File: config.mk
export PLATFORM = sky130hd
export DESIGN_NAME = vio_bus_slave
export DESIGN_NICKNAME = d
export VERILOG_FILES = /design/src/rtl/vio_pkg.sv /design/src/rtl/vio_decode.sv /design/src/rtl/vio_fifo.sv /design/src/rtl/vio_engine.sv /design/src/rtl/vio_bus_slave.sv
export SDC_FILE = /design/constraint.sdc
export NUM_CORES = 1
export LEC_CHECK = 0
export ABC_CLOCK_PERIOD_IN_PS = 3600
export BUFFER_PORTS_ARGS = -buffer_cell sky130_fd_sc_hd__buf_2
export CELL_PAD_IN_SITES_DETAIL_PLACEMENT = 2
export CELL_PAD_IN_SITES_GLOBAL_PLACEMENT = 2
export CORE_MARGIN = 1
export CORE_UTILIZATION = 41
export DETAILED_ROUTE_END_ITERATION = 6
export PLACE_DENSITY_LB_ADDON = 0.3
export SYNTH_ARGS = -nofsm -noshare
export SYNTH_HDL_FRONTEND = slang
export SYNTH_SLANG_ARGS = --single-unit
File: constraint.sdc
create_clock -name clk -period 3.6 [get_ports clk]
set_clock_uncertainty 0.05 [all_clocks]
set_input_delay 0 -clock clk [delete_from_list [all_inputs] [get_ports clk]]
set_output_delay 0 -clock clk [all_outputs]
set_load 0.02 [all_outputs]
File: src/rtl/vio_pkg.sv
package vio_pkg;

    typedef enum logic [1:0] {
        ST_IDLE = 2'd0,
        ST_EXEC = 2'd1,
        ST_HOLD = 2'd2,
        ST_ACK  = 2'd3
    } vio_state_e;

    typedef enum logic [1:0] {
        REG_DATA = 2'b00,
        REG_OPC  = 2'b01,
        REG_RSV0 = 2'b10,
        REG_RSV1 = 2'b11
    } vio_reg_e;

    typedef struct packed {
        vio_reg_e   reg_sel;
        logic       rd;
        logic [7:0] wdata;
    } vio_req_t;

    localparam logic [7:0] OP_TX_SEND  = 8'h01;
    localparam logic [7:0] OP_SCR_WR   = 8'h02;
    localparam logic [7:0] OP_RX_RECV  = 8'h81;
    localparam logic [7:0] OP_SCR_RD   = 8'h82;
    localparam logic [7:0] IDLE_BYTE   = 8'hFF;

    function automatic logic win_hit(input logic ext, input logic top_bit,
                                     input logic top_all_ones);
        return ext ? top_all_ones : top_bit;
    endfunction

endpackage

File: src/rtl/vio_decode.sv
module vio_decode #(
    parameter int ADDR_W   = 20,
    parameter int EXT_BITS = 6
) (
    input  logic [ADDR_W-1:0] addr,
    input  logic              ext_map,
    output logic              io_sel,
    output logic [1:0]        reg_off
);
    import vio_pkg::*;

    localparam int TOP = ADDR_W - 1;

    logic top_ones;

    always_comb begin
        top_ones = &addr[TOP -: EXT_BITS];
        io_sel   = win_hit(ext_map, addr[TOP], top_ones);
        reg_off  = addr[1:0];
    end

endmodule

File: src/rtl/vio_fifo.sv
module vio_fifo #(
    parameter int W     = 8,
    parameter int DEPTH = 4
) (
    input  logic         clk,
    input  logic         rst,
    input  logic         push,
    input  logic [W-1:0] wdata,
    input  logic         pop,
    output logic [W-1:0] rdata,
    output logic         empty,
    output logic         full
);
    localparam int AW = (DEPTH > 1) ? $clog2(DEPTH) : 1;
    localparam int CW = $clog2(DEPTH + 1);
    localparam logic [AW-1:0] LAST = AW'(DEPTH - 1);
    localparam logic [CW-1:0] CAP  = CW'(DEPTH);

    logic [W-1:0]  mem [DEPTH];
    logic [AW-1:0] wp, rp;
    logic [CW-1:0] cnt;
    logic          do_push, do_pop;

    always_comb begin
        empty   = (cnt == '0);
        full    = (cnt == CAP);
        do_pop  = pop && !empty;
        do_push = push && (!full || do_pop);
        rdata   = mem[rp];
    end

    always_ff @(posedge clk) begin
        if (rst) begin
            wp  <= '0;
            rp  <= '0;
            cnt <= '0;
            for (int i = 0; i < DEPTH; i++) mem[i] <= '0;
        end else begin
            if (do_push) begin
                mem[wp] <= wdata;
                wp      <= (wp == LAST) ? '0 : wp + 1'b1;
            end
            if (do_pop) rp <= (rp == LAST) ? '0 : rp + 1'b1;
            case ({do_push, do_pop})
                2'b10:   cnt <= cnt + 1'b1;
                2'b01:   cnt <= cnt - 1'b1;
                default: cnt <= cnt;
            endcase
        end
    end

    assert_drop_when_full_R8: assert property (@(posedge clk) disable iff (rst)
        (full && push && !pop) |=> (cnt == $past(cnt)));

    assert_push_pop_same_cycle_R12: assert property (@(posedge clk) disable iff (rst)
        (push && pop && !empty) |=> $stable(cnt));

endmodule

File: src/rtl/vio_engine.sv
module vio_engine #(
    parameter int SCR_DEPTH = 4
) (
    input  logic       clk,
    input  logic       rst,
    input  logic       io_sel,
    input  logic [1:0] reg_off,
    input  logic       ds_n,
    input  logic       rw,
    input  logic       iack,
    input  logic [7:0] din,
    output logic [7:0] dout,
    output logic       dout_en,
    output logic       dtack_n,
    output logic       tx_push,
    output logic [7:0] tx_wdata,
    input  logic       tx_full,
    output logic       rx_pop,
    input  logic [7:0] rx_rdata,
    input  logic       rx_empty
);
    import vio_pkg::*;

    localparam int IW = (SCR_DEPTH > 1) ? $clog2(SCR_DEPTH) : 1;
    localparam logic [IW-1:0] IDX_LAST = IW'(SCR_DEPTH - 1);

    vio_state_e state;
    vio_req_t   req;
    logic [7:0] opcode;
    logic [7:0] rd_reg;
    logic [IW-1:0] idx;
    logic [7:0] scratch [SCR_DEPTH];

    logic       serving, on_data, scr_wr, scr_rd;
    logic [7:0] next_rd;

    always_comb begin
        serving  = (state == ST_EXEC);
        on_data  = (req.reg_sel == REG_DATA);
        tx_push  = serving && on_data && !req.rd && (opcode == OP_TX_SEND) && !tx_full;
        tx_wdata = req.wdata;
        rx_pop   = serving && on_data && req.rd && (opcode == OP_RX_RECV);
        scr_wr   = serving && on_data && !req.rd && (opcode == OP_SCR_WR);
        scr_rd   = serving && on_data && req.rd && (opcode == OP_SCR_RD);

        next_rd = IDLE_BYTE;
        case (req.reg_sel)
            REG_OPC:  next_rd = opcode;
            REG_DATA: begin
                if (opcode == OP_RX_RECV)     next_rd = rx_empty ? IDLE_BYTE : rx_rdata;
                else if (opcode == OP_SCR_RD) next_rd = scratch[idx];
            end
            default:  next_rd = IDLE_BYTE;
        endcase

        dout    = rd_reg;
        dout_en = (state == ST_ACK) && req.rd && !ds_n;
        dtack_n = !((state == ST_ACK) && !ds_n);
    end

    always_ff @(posedge clk) begin
        if (rst) begin
            state  <= ST_IDLE;
            req    <= '{reg_sel: REG_RSV1, rd: 1'b1, wdata: 8'h00};
            opcode <= 8'h00;
            rd_reg <= IDLE_BYTE;
            idx    <= '0;
            for (int i = 0; i < SCR_DEPTH; i++) scratch[i] <= 8'h00;
        end else begin
            case (state)
                ST_IDLE: begin
                    if (io_sel && !ds_n && !iack) begin
                        req.reg_sel <= vio_reg_e'(reg_off);
                        req.rd      <= rw;
                        req.wdata   <= din;
                        state       <= ST_EXEC;
                    end
                end
                ST_EXEC: begin
                    rd_reg <= next_rd;
                    if (req.reg_sel == REG_OPC && !req.rd) begin
                        opcode <= req.wdata;
                        idx    <= '0;
                    end
                    if (scr_wr) scratch[idx] <= req.wdata;
                    if (scr_wr || scr_rd) idx <= (idx == IDX_LAST) ? '0 : idx + 1'b1;
                    state <= ST_HOLD;
                end
                ST_HOLD: state <= ST_ACK;
                ST_ACK:  if (ds_n) state <= ST_IDLE;
                default: state <= ST_IDLE;
            endcase
        end
    end

    assert_ack_after_hold_R5: assert property (@(posedge clk) disable iff (rst)
        (state == ST_ACK) |-> ($past(state) == ST_HOLD || $past(state) == ST_ACK));

    assert_opcode_resets_index_R6: assert property (@(posedge clk) disable iff (rst)
        (serving && req.reg_sel == REG_OPC && !req.rd) |=>
            (idx == '0 && opcode == $past(req.wdata)));

    assert_reserved_no_effect_R7: assert property (@(posedge clk) disable iff (rst)
        (serving && req.reg_sel[1]) |=> ($stable(opcode) && $stable(idx)));

    assert_iack_no_start_R4: assert property (@(posedge clk) disable iff (rst)
        (state == ST_IDLE && iack) |=> (state == ST_IDLE));

endmodule

File: src/rtl/vio_bus_slave.sv
module vio_bus_slave #(
    parameter int ADDR_W    = 20,
    parameter int EXT_BITS  = 6,
    parameter int FIFO_D    = 4,
    parameter int SCR_DEPTH = 4
) (
    input  logic              clk,
    input  logic              rst,
    input  logic [ADDR_W-1:0] addr,
    input  logic              ds_n,
    input  logic              rw,
    input  logic              iack,
    input  logic              ext_map,
    input  logic [7:0]        din,
    output logic [7:0]        dout,
    output logic              dout_en,
    output logic              dtack_n,
    input  logic              tx_pop,
    output logic [7:0]        tx_data,
    output logic              tx_empty,
    input  logic              rx_push,
    input  logic [7:0]        rx_byte,
    output logic              rx_full
);
    logic       io_sel;
    logic [1:0] reg_off;
    logic       tx_push, tx_full, rx_pop, rx_empty;
    logic [7:0] tx_wdata, rx_rdata;

    vio_decode #(.ADDR_W(ADDR_W), .EXT_BITS(EXT_BITS)) u_dec (
        .addr(addr), .ext_map(ext_map), .io_sel(io_sel), .reg_off(reg_off)
    );

    vio_engine #(.SCR_DEPTH(SCR_DEPTH)) u_eng (
        .clk(clk), .rst(rst), .io_sel(io_sel), .reg_off(reg_off),
        .ds_n(ds_n), .rw(rw), .iack(iack), .din(din),
        .dout(dout), .dout_en(dout_en), .dtack_n(dtack_n),
        .tx_push(tx_push), .tx_wdata(tx_wdata), .tx_full(tx_full),
        .rx_pop(rx_pop), .rx_rdata(rx_rdata), .rx_empty(rx_empty)
    );

    vio_fifo #(.W(8), .DEPTH(FIFO_D)) u_txq (
        .clk(clk), .rst(rst), .push(tx_push), .wdata(tx_wdata),
        .pop(tx_pop), .rdata(tx_data), .empty(tx_empty), .full(tx_full)
    );

    vio_fifo #(.W(8), .DEPTH(FIFO_D)) u_rxq (
        .clk(clk), .rst(rst), .push(rx_push), .wdata(rx_byte),
        .pop(rx_pop), .rdata(rx_rdata), .empty(rx_empty), .full(rx_full)
    );

endmodule

==> results.toml, run 1 <==
[grt]
grt_max_degree = 57
antenna_found_initial = 0
grt-ovfl-total = 0
grt_pass1_wl_um = 31670
gr-usage-all-layers = 0.2482
grt_pass1_vias = 5357

[synth]
synth_area_leaders = "edfxtp_1 (42%), dfxtp_1 (15%), mux4_2 (7.9%), and2_1 (6.7%), and3_1 (2.5%)"
async_flop_share = 0
postSynthCellCount = 546
seq_area_frac_synth = 0.5710
ys_ff_latch = 147
yosysWarningCount = 0
synth-main-ff-cell = "edfxtp_1"
synthDistinctLibCells = 60
synthesis.area_um2 = 6837
synth_top_area_cell = "edfxtp_1"
synth_fp_nets = 602
synth-edff-count = 96
avgSynthCellArea_um2 = 12.52
synth_top_cell_area_share = 0.4217

[die]
ios = 64
coreArea_um2 = 16060
fp.dieW_um = 131.1
core.rowCount = 46
floorplan.initialDensity = 0.4257
die-area_um2 = 17200
die_h_um = 131.1

[finish]
nFillCells = 1552
nets = 675
final_common_cell = "edfxtp_1"
finalInstanceArea_um2 = 8114
diodes = 0
area_delta_synth_final_pct = 18.69
layout-drive-gt1-share = 0.2168
layout_common_cells = "edfxtp_1 (96), and2_1 (73), dfxtp_1 (51), buf_2 (51), a21oi_1 (28)"

[job]
maxCapViolCount = 0

[place]
numPortBuffers = 51
dp_hpwl_um = 13170
placed_cell_area_um2 = 7317
gp_congestion = 0.7593

[detailed_routing]
drc_errors = 0
vias = 4787
drt-wirelength-per-cell_um = 23.90
drt-initial-drc-count = 215
via_per_inst = 5.645
wirelength_um = 20270
dr.pass1.iters = 4
antenna_left = 0

[worst_setup_path]
crit_chain = "inv_1 -> ha_1 -> nor2b_1 -> nand3_2 -> or2_2 -> ha_1 -> inv_1 -> fa_1 -> xor2_1 -> or3_1 -> a21oi_1"
worstSetupPathType = "register to register"
path_depth = 11
startpoint_type = "register"
critPathCaptureType = "register"
crit_fanout = 21
critPathBufInv = 2
critPathTopFamily = "simple AND/OR/NAND/NOR gates"
critPathRequiredTime_ps = 3910
cp_data_arrival_time_ps = 3590
cp_slowest_cell = "ha_1"
cpPeakStageDelay_ps = 690
ff2ff_path_depth = 11

[clocking]
root_buffer = "clkbuf_16"
cts_max_path_buffers = 2
ctsResizeCount = 0
cts_buffers = 17
clk_pin_slew_ps = 60
cts_tree = "done"
htree_levels = 4
cts.sinks = 147
clock_latency_ps = 440

[timing]
layout_min_cycle_time_ps = 3274
tns_ps = 0
drv_slew = 0
rsz0062_at_grt = "no"
slew_headroom = 0.2187
clock.fmax_ghz = 0.3054
setup_viol = 0
period_share = 0.9095
tightest_slew_ps = 1169
finalHoldViolCount = 0

[hold_path]
hold_depth = 4
hp-class = "primary input to register"

[pwr]
powerDensity_nw_per_um2 = 514.8
power_leakage_nw = 3.139
vdd_ir_drop_max_mv = 0.3360

[run_status]
outcome = "complete, no violations"
-- logic make-up (layout without fill, tap and decap cells) --
group,Yosys count,after routing,synth area share
compound gates,72,72,0.07010
buf+inv,49,135,0.02910
mux,31,31,0.08968
fa+ha+maj,12,12,0.02416
xor+xnor,4,4,0.005125
flops,147,147,0.5710
simple gates,231,231,0.2108
-- cells in the mapped netlist (all sizes together), types with 3 or more instances --
| cell | n |
|---|---|
| mux4 | 24 |
| buf | 7 |
| and3 | 27 |
| a211o | 3 |
| nor3b | 4 |
| and2 | 73 |
| o21ai | 12 |
| dfxtp | 51 |
| clkbuf | 21 |
| or2 | 7 |
| and3b | 3 |
| nor2 | 22 |
| or3 | 6 |
| mux2i | 5 |
| nand3 | 9 |
| or4 | 3 |
| nand2b | 13 |
| nor4 | 8 |
| nand2 | 24 |
| edfxtp | 96 |
| xor2 | 3 |
| nor2b | 7 |
| o311ai | 8 |
| nor3 | 9 |
| a21oi | 28 |
| nand3b | 3 |
| nand4 | 4 |
| ha | 10 |
| inv | 20 |
| a21o | 3 |
| o221ai | 8 |
-- per-stage QoR --
stage | power [W] | utilization | cells | hold WS [ps] | worst slack (ps)
detailed placement | 0.002402 | 0.4557 | 795 | 219.5 | 428.6
CTS | 0.004196 | 0.5053 | 848 | 19.85 | 327.1
global placement | 0.002363 | 0.4557 | 795 | 213.7 | 592.1
finish | 0.004177 | 0.5053 | 848 | 29.28 | 325.7
floorplan | 0.002235 | - | 546 | 97.70 | 1028
global route | 0.004310 | 0.5053 | 848 | 71.97 | 139.1
-- area by class of cell --
cell class | count | area (µm²) | share of cell area
clock buffer | 19 | 452.9 | 0.05582
clock inverter | 13 | 133.9 | 0.01650
inverter | 21 | 78.83 | 0.009715
multi-input combinational | 350 | 2734 | 0.3369
sequential | 147 | 3904 | 0.4811
tap | 216 | 270.3 | 0.03331
timing repair buffer | 82 | 540.5 | 0.06662
-- registers in the layout (all words and copies together), names as in the netlist, named ones only --
signal	cells
u_eng.dout	8
u_eng.idx	2
u_eng.opcode	8
u_eng.req	3
u_eng.scratch	32
u_eng.state	2
u_eng.tx_wdata	8
u_rxq.cnt	3
u_rxq.mem	32
u_rxq.rp	2
u_rxq.wp	2
u_txq.cnt	3
u_txq.mem	32
u_txq.rp	2
u_txq.wp	2
-- worst paths after layout --
check             slack (ps)                          end                         from
setup / recovery         330    u_txq.cnt[2]$_SDFFE_PP0P_  u_eng.state[1]$_SDFFE_PP0P_
hold / removal            30  u_eng.state[1]$_SDFFE_PP0P_                      ext_map
setup reg to reg         330    u_txq.cnt[2]$_SDFFE_PP0P_  u_eng.state[1]$_SDFFE_PP0P_
hold reg to reg          450   u_eng.dout[5]$_SDFFE_PP1N_   u_eng.dout[5]$_SDFFE_PP1N_
-- worst register-to-register path: cells and delay by family (launching register included) --
| kind | cells | cell delay (ps) |
|---|---|---|
| compound gates | 1 | 140 |
| buf+inv | 2 | 210 |
| simple gates | 4 | 1280 |
| fa+ha+maj | 3 | 1120 |
| flops | 1 | 330 |
| xor+xnor | 1 | 90 |
-- report_power, final --
group	internal [W]	switching [W]	leakage, nW
registers	0.00190	0.0000708	1.41
logic	0.000161	0.000264	1.44
clock network	0.00105	0.000730	0.288
-- routing by layer --
layer | share of wire | global-route usage | vias up | wire, µm
met5 | 0 | 0 | - | 0
met4 | 0.020 | 0.08889 | 0 | 415
met3 | 0.028 | 0.04437 | 24 | 570
met2 | 0.52 | 0.4359 | 112 | 10630
met1 | 0.43 | 0.3046 | 2481 | 8649
li1 | - | - | 2170 | -
-- what timing repair did --
action	4_1_cts	5_1_grt
endpoints found under the setup margin	0	0
endpoints found under the hold margin	45	0
setup buffers	0	0
hold buffers	21	0
No activity file was read; power rests on OpenSTA's default activity.
==> inputs of run 2 (changes only) <==
--- a/config.mk
+++ b/config.mk
@@ -11,7 +11,9 @@
 export CELL_PAD_IN_SITES_GLOBAL_PLACEMENT = 2
 export CORE_MARGIN = 1
 export CORE_UTILIZATION = 41
+export CTS_CLUSTER_DIAMETER = 120
 export DETAILED_ROUTE_END_ITERATION = 6
+export MAX_ROUTING_LAYER = met4
 export PLACE_DENSITY_LB_ADDON = 0.3
 export SYNTH_ARGS = -nofsm -noshare
 export SYNTH_HDL_FRONTEND = slang
==> run 2 against run 1 <==
  * Setup slack worse by 1.6 ps
  * Worst hold slack better by 9.2 ps
  * Combinational power barely moved
  * Largest cell class unchanged
  * Critical path depth unchanged
  * Fmax about the same
  * Highest routed layer unchanged
  * Clock power hardly changed
==> results.toml, run 2 (synthesized netlist as in run 1, its figures left out) <==
[finish]
utilization = 0.5053
area_delta_synth_final_pct = 18.69
reg.largest.list = "u_eng.scratch x32, u_rxq.mem x32, u_txq.mem x32"
diodes = 0
final_common_cell = "edfxtp_1"
layout-drive-gt1-share = 0.2168
nets = 675
layout_common_cells = "edfxtp_1 (96), and2_1 (73), dfxtp_1 (51), buf_2 (51), a21oi_1 (28)"

[worst_setup_path]
crit_chain = "inv_1 -> ha_1 -> nor2b_1 -> nand3_2 -> or2_2 -> ha_1 -> inv_1 -> fa_1 -> xor2_1 -> or3_1 -> a21oi_1"
startpoint_type = "register"
ff2ff_path_depth = 11
ff2ff_setup_slack_ps = 320
worstSetupPathType = "register to register"
cpPeakStageDelay_ps = 700
critPathBufInv = 2
critPathTopFamily = "simple AND/OR/NAND/NOR gates"
cp_data_arrival_time_ps = 3580
critPathRequiredTime_ps = 3910
crit_fanout = 21
r2r-start = "u_eng.state[1]$_SDFFE_PP0P_"
cp_slowest_cell = "ha_1"
critPathCaptureType = "register"
reg2reg_to = "u_txq.cnt[2]$_SDFFE_PP0P_"

[timing]
clock.fmax_ghz = 0.3053
slew_headroom = 0.2257
holdWs_ps = 38.49
setup_slack_ps = 324.1
finalHoldViolCount = 0
setup_viol = 0
tns_ps = 0
tightest_slew_ps = 1159
layout_min_cycle_time_ps = 3276
rsz0062_at_grt = "no"
period_share = 0.9100
drv_slew = 0

[grt]
gr-usage-all-layers = 0.2557
grt_pass1_vias = 5361
grt_max_degree = 57
antenna_found_initial = 0
grt_pass1_wl_um = 31710
grt-ovfl-total = 0

[die]
coreArea_um2 = 16060
die_h_um = 131.1
die-area_um2 = 17200
core.rowCount = 46
fp.dieW_um = 131.1
ios = 64
floorplan.initialDensity = 0.4257

[detailed_routing]
drt-initial-drc-count = 234
wirelength_um = 20250
antenna_left = 0
via_per_inst = 5.565
drc_errors = 0
drt-wirelength-per-cell_um = 23.88
vias = 4719
dr.pass1.iters = 4

[clocking]
cts_tree = "done"
htree_levels = 4
clk_pin_slew_ps = 60
ctsResizeCount = 0
root_buffer = "clkbuf_16"
cts_buffers = 17
clock_latency_ps = 430
cts.sinks = 147
cts_max_path_buffers = 2

[place]
place_ws_ps = 428.6
dp_hpwl_um = 13170
numPortBuffers = 51
gp_congestion = 0.7692

[pwr]
powerDensity_nw_per_um2 = 513.8
power_leakage_nw = 3.139
vdd_ir_drop_max_mv = 0.3294

[job]
maxCapViolCount = 0

[hold_path]
hp-class = "primary input to register"
holdPathEnd = "u_eng.state[1]$_SDFFE_PP0P_"
hold_depth = 4
hold_path.startpoint = "ext_map"

[run_status]
outcome = "complete, no violations"
run 2: cell counts in the layout (fill, tap and decap cells not counted):
No cell type changed its count.
run 2: timing repair:
item                      4_1_cts  5_1_grt
hold buffers                   21        0
buffers inserted                0        0
hold endpoints to repair       45        0
run 2: metrics by stage:
stage                     area (µm²)  power [W]  instances
after floorplan                 6837   0.002235        546
after global placement          7317   0.002363        795
after detailed placement        7317   0.002402        795
after CTS                       8114   0.004196        848
after global routing            8114   0.004308        848
final                           8114   0.004169        848
run 2: worst register-to-register path, cell delays in order, from the launching register on:
cell and delay (ps):
dfxtp_1 330, inv_1 110, ha_1 700, nor2b_1 320
nand3_2 240, or2_2 410, ha_1 220, inv_1 100
fa_1 210, xor2_1 90, or3_1 310, a21oi_1 140
run 2: layout make-up:
type / count / area (µm²)
tap: 216 / 270.3
fill: 1552 / 7944
clock buffer: 19 / 452.9
timing repair buffer: 82 / 540.5
sequential: 147 / 3904
multi-input combinational: 350 / 2734
inverter: 21 / 78.83
clock inverter: 13 / 133.9
run 2: power breakdown:
| group | internal, W | switching, W | total (W) |
|---|---|---|---|
| Combinational | 0.000161 | 0.000263 | 0.000425 |
| Sequential | 0.00190 | 0.0000709 | 0.00197 |
| Clock | 0.00105 | 0.000723 | 0.00178 |
| Total | 0.00311 | 0.00106 | 0.00417 |
run 2: worst max-delay path by stage:
| stage | cells past startpoint | slack (ps) | from | endpoint |
|---|---|---|---|---|
| finish | 11 | 320 | u_eng.state[1]$_SDFFE_PP0P_ | u_txq.cnt[2]$_SDFFE_PP0P_ |
| floorplan | 12 | 1030 | u_eng.state[1]$_SDFFE_PP0P_ | u_txq.cnt[2]$_SDFFE_PP0P_ |
| detailed placement | 11 | 430 | u_eng.state[1]$_SDFFE_PP0P_ | u_txq.cnt[2]$_SDFFE_PP0P_ |
| global placement | 11 | 590 | u_eng.state[1]$_SDFFE_PP0P_ | u_txq.cnt[2]$_SDFFE_PP0P_ |
| global route | 11 | 140 | u_eng.state[1]$_SDFFE_PP0P_ | u_txq.cnt[2]$_SDFFE_PP0P_ |
| CTS | 11 | 330 | u_eng.state[1]$_SDFFE_PP0P_ | u_txq.cnt[2]$_SDFFE_PP0P_ |
run 2: per-layer routing:
metal  wire length [µm]  vias up  GRT usage
li1                   -     2172          -
met1               8684     2437     0.3048
met2              10710       86     0.4365
met3                447       24    0.03781
met4                411        0    0.09869
met5                  0        -          -
==> inputs of run 3 (changes only) <==
--- a/config.mk
+++ b/config.mk
@@ -11,6 +11,7 @@
 export CELL_PAD_IN_SITES_GLOBAL_PLACEMENT = 2
 export CORE_MARGIN = 1
 export CORE_UTILIZATION = 41
+export CTS_BUF_LIST = sky130_fd_sc_hd__clkbuf_16
 export CTS_CLUSTER_DIAMETER = 120
 export DETAILED_ROUTE_END_ITERATION = 6
 export MAX_ROUTING_LAYER = met4
==> run 3 against run 2 <==
  * Worst hold slack lost 13 ps
  * Via count is essentially flat
  * Combinational power is essentially flat
  * First-iteration DRC count grew 7.7%
  * Sequential power is essentially flat
  * Utilization shrank 0.12 points
  * Wire length is essentially flat
  * Sequential cell count is the same
  * Count of clock-buffer cells in the layout shrank 2
==> results.toml, run 3 (synthesized netlist as in run 1, its figures left out) <==
[run_status]
outcome = "complete, no violations"

[worst_setup_path]
cp_slowest_cell = "ha_1"
cpPeakStageDelay_ps = 680
startpoint_type = "register"
crit_chain = "inv_1 -> ha_1 -> nor2b_1 -> nand3_2 -> or2_2 -> ha_1 -> inv_1 -> fa_1 -> xor2_1 -> or3_1 -> a21oi_1"
worstSetupPathType = "register to register"
crit_fanout = 21
critPathTopFamily = "simple AND/OR/NAND/NOR gates"
critPathCaptureType = "register"
cp_data_arrival_time_ps = 3590
critPathBufInv = 2
critPathRequiredTime_ps = 3920

[hold_path]
hp-class = "primary input to register"

[clocking]
cts_hold_buf = 21
cts_max_path_buffers = 2
htree_levels = 4
cts.sinks = 147
post_cts_buffers = 0
ctsResizeCount = 0
cts_tree = "done"
root_buffer = "clkbuf_16"
clk_pin_slew_ps = 60
cts_buffers = 17
clock_latency_ps = 440

[timing]
drv_slew = 0
layout_min_cycle_time_ps = 3272
setup_slack_ps = 327.6
finalHoldViolCount = 0
tightest_slew_ps = 1155
slew_headroom = 0.2286
holdWs_ps = 25.08
clock.fmax_ghz = 0.3056
rsz0062_at_grt = "no"
period_share = 0.9090
tns_ps = 0
setup_viol = 0

[pwr]
swShare = 0.2573
pwr-share-clk = 0.421
power_leakage_nw = 3.128
p_sw_w = 0.001063
vdd_ir_drop_max_mv = 0.3417
powerDensity_nw_per_um2 = 510.5
comb_power_share = 0.103
internal_power_w = 0.003069
p_seq_frac = 0.477

[place]
dp_hpwl_um = 13170
gp_congestion = 0.7692
numPortBuffers = 51
place_ws_ps = 428.6
placed_cell_area_um2 = 7317

[grt]
grt_max_degree = 57
grt-ovfl-total = 0
gr-usage-all-layers = 0.2577
antenna_found_initial = 0
grt_pass1_wl_um = 31810
grt_pass1_vias = 5356

[die]
ios = 64
floorplan.initialDensity = 0.4257
coreArea_um2 = 16060
fp.dieW_um = 131.1
core.rowCount = 46
die_h_um = 131.1
die-area_um2 = 17200

[detailed_routing]
drt-initial-drc-count = 252
antenna_left = 0
wirelength_um = 20260
vias = 4721
drt-wirelength-per-cell_um = 23.89
via_per_inst = 5.567
drc_errors = 0
dr.pass1.iters = 4

[finish]
area_delta_synth_final_pct = 18.39
nets = 675
layout_common_cells = "edfxtp_1 (96), and2_1 (73), dfxtp_1 (51), buf_2 (51), a21oi_1 (28)"
layout-drive-gt1-share = 0.2136
final_common_cell = "edfxtp_1"
diodes = 0
finalInstanceArea_um2 = 8094
utilization = 0.5041
reg.largest.list = "u_eng.scratch x32, u_rxq.mem x32, u_txq.mem x32"

[job]
maxCapViolCount = 0
[run 3: cell count changes in the layout (fill, tap and decap cells not counted)]
cell | previous run | this run
clkbuf_8 | 2 | 0
clkinv_1 | 3 | 5
[run 3: area by class of cell]
class	count	area [µm²]
tap	216	270.3
sequential	147	3904
fill	1548	7964
clock inverter	15	141.4
clock buffer	17	425.4
timing repair buffer	82	540.5
inverter	21	78.83
multi-input combinational	350	2734
[run 3: worst paths after layout]
check / startpoint / end / slack, ps / cells past startpoint
max reg2reg: u_eng.state[1]$_SDFFE_PP0P_ / u_txq.cnt[2]$_SDFFE_PP0P_ / 330 / 11
min reg2reg: u_eng.dout[5]$_SDFFE_PP1N_ / u_eng.dout[5]$_SDFFE_PP1N_ / 450 / 2
max: u_eng.state[1]$_SDFFE_PP0P_ / u_txq.cnt[2]$_SDFFE_PP0P_ / 330 / 11
min: ext_map / u_eng.state[1]$_SDFFE_PP0P_ / 30 / 4
[run 3: power by group through the flow]
stage | clock [W] | combinational, W | sequential (W)
final | 0.00174 | 0.000425 | 0.00197
after floorplan | 0 | 0.000227 | 0.00201
after global routing | 0.00183 | 0.000465 | 0.00198
after global placement | 0 | 0.000373 | 0.00199
after detailed placement | 0 | 0.000399 | 0.00200
after CTS | 0.00176 | 0.000427 | 0.00197
[run 3: through the flow]
step	instances	total power (W)
6_report	848	0.004132
5_1_grt	848	0.004278
4_1_cts	848	0.004158
3_5_place_dp	795	0.002402
3_3_place_gp	795	0.002363
2_1_floorplan	546	0.002235
[run 3: per-layer routing]
metal  GRT usage  vias up  wire length, µm
met5           -        -                0
met4     0.08170        0              395
met3     0.05517       29              608
met2      0.4374      102            10590
met1      0.3050     2421             8670
li1            -     2169                -
[run 3: worst min-delay path: stages]
cell	delay, ps
buf_2	100
nor4_1	80
o31ai_1	230
a21oi_1	60
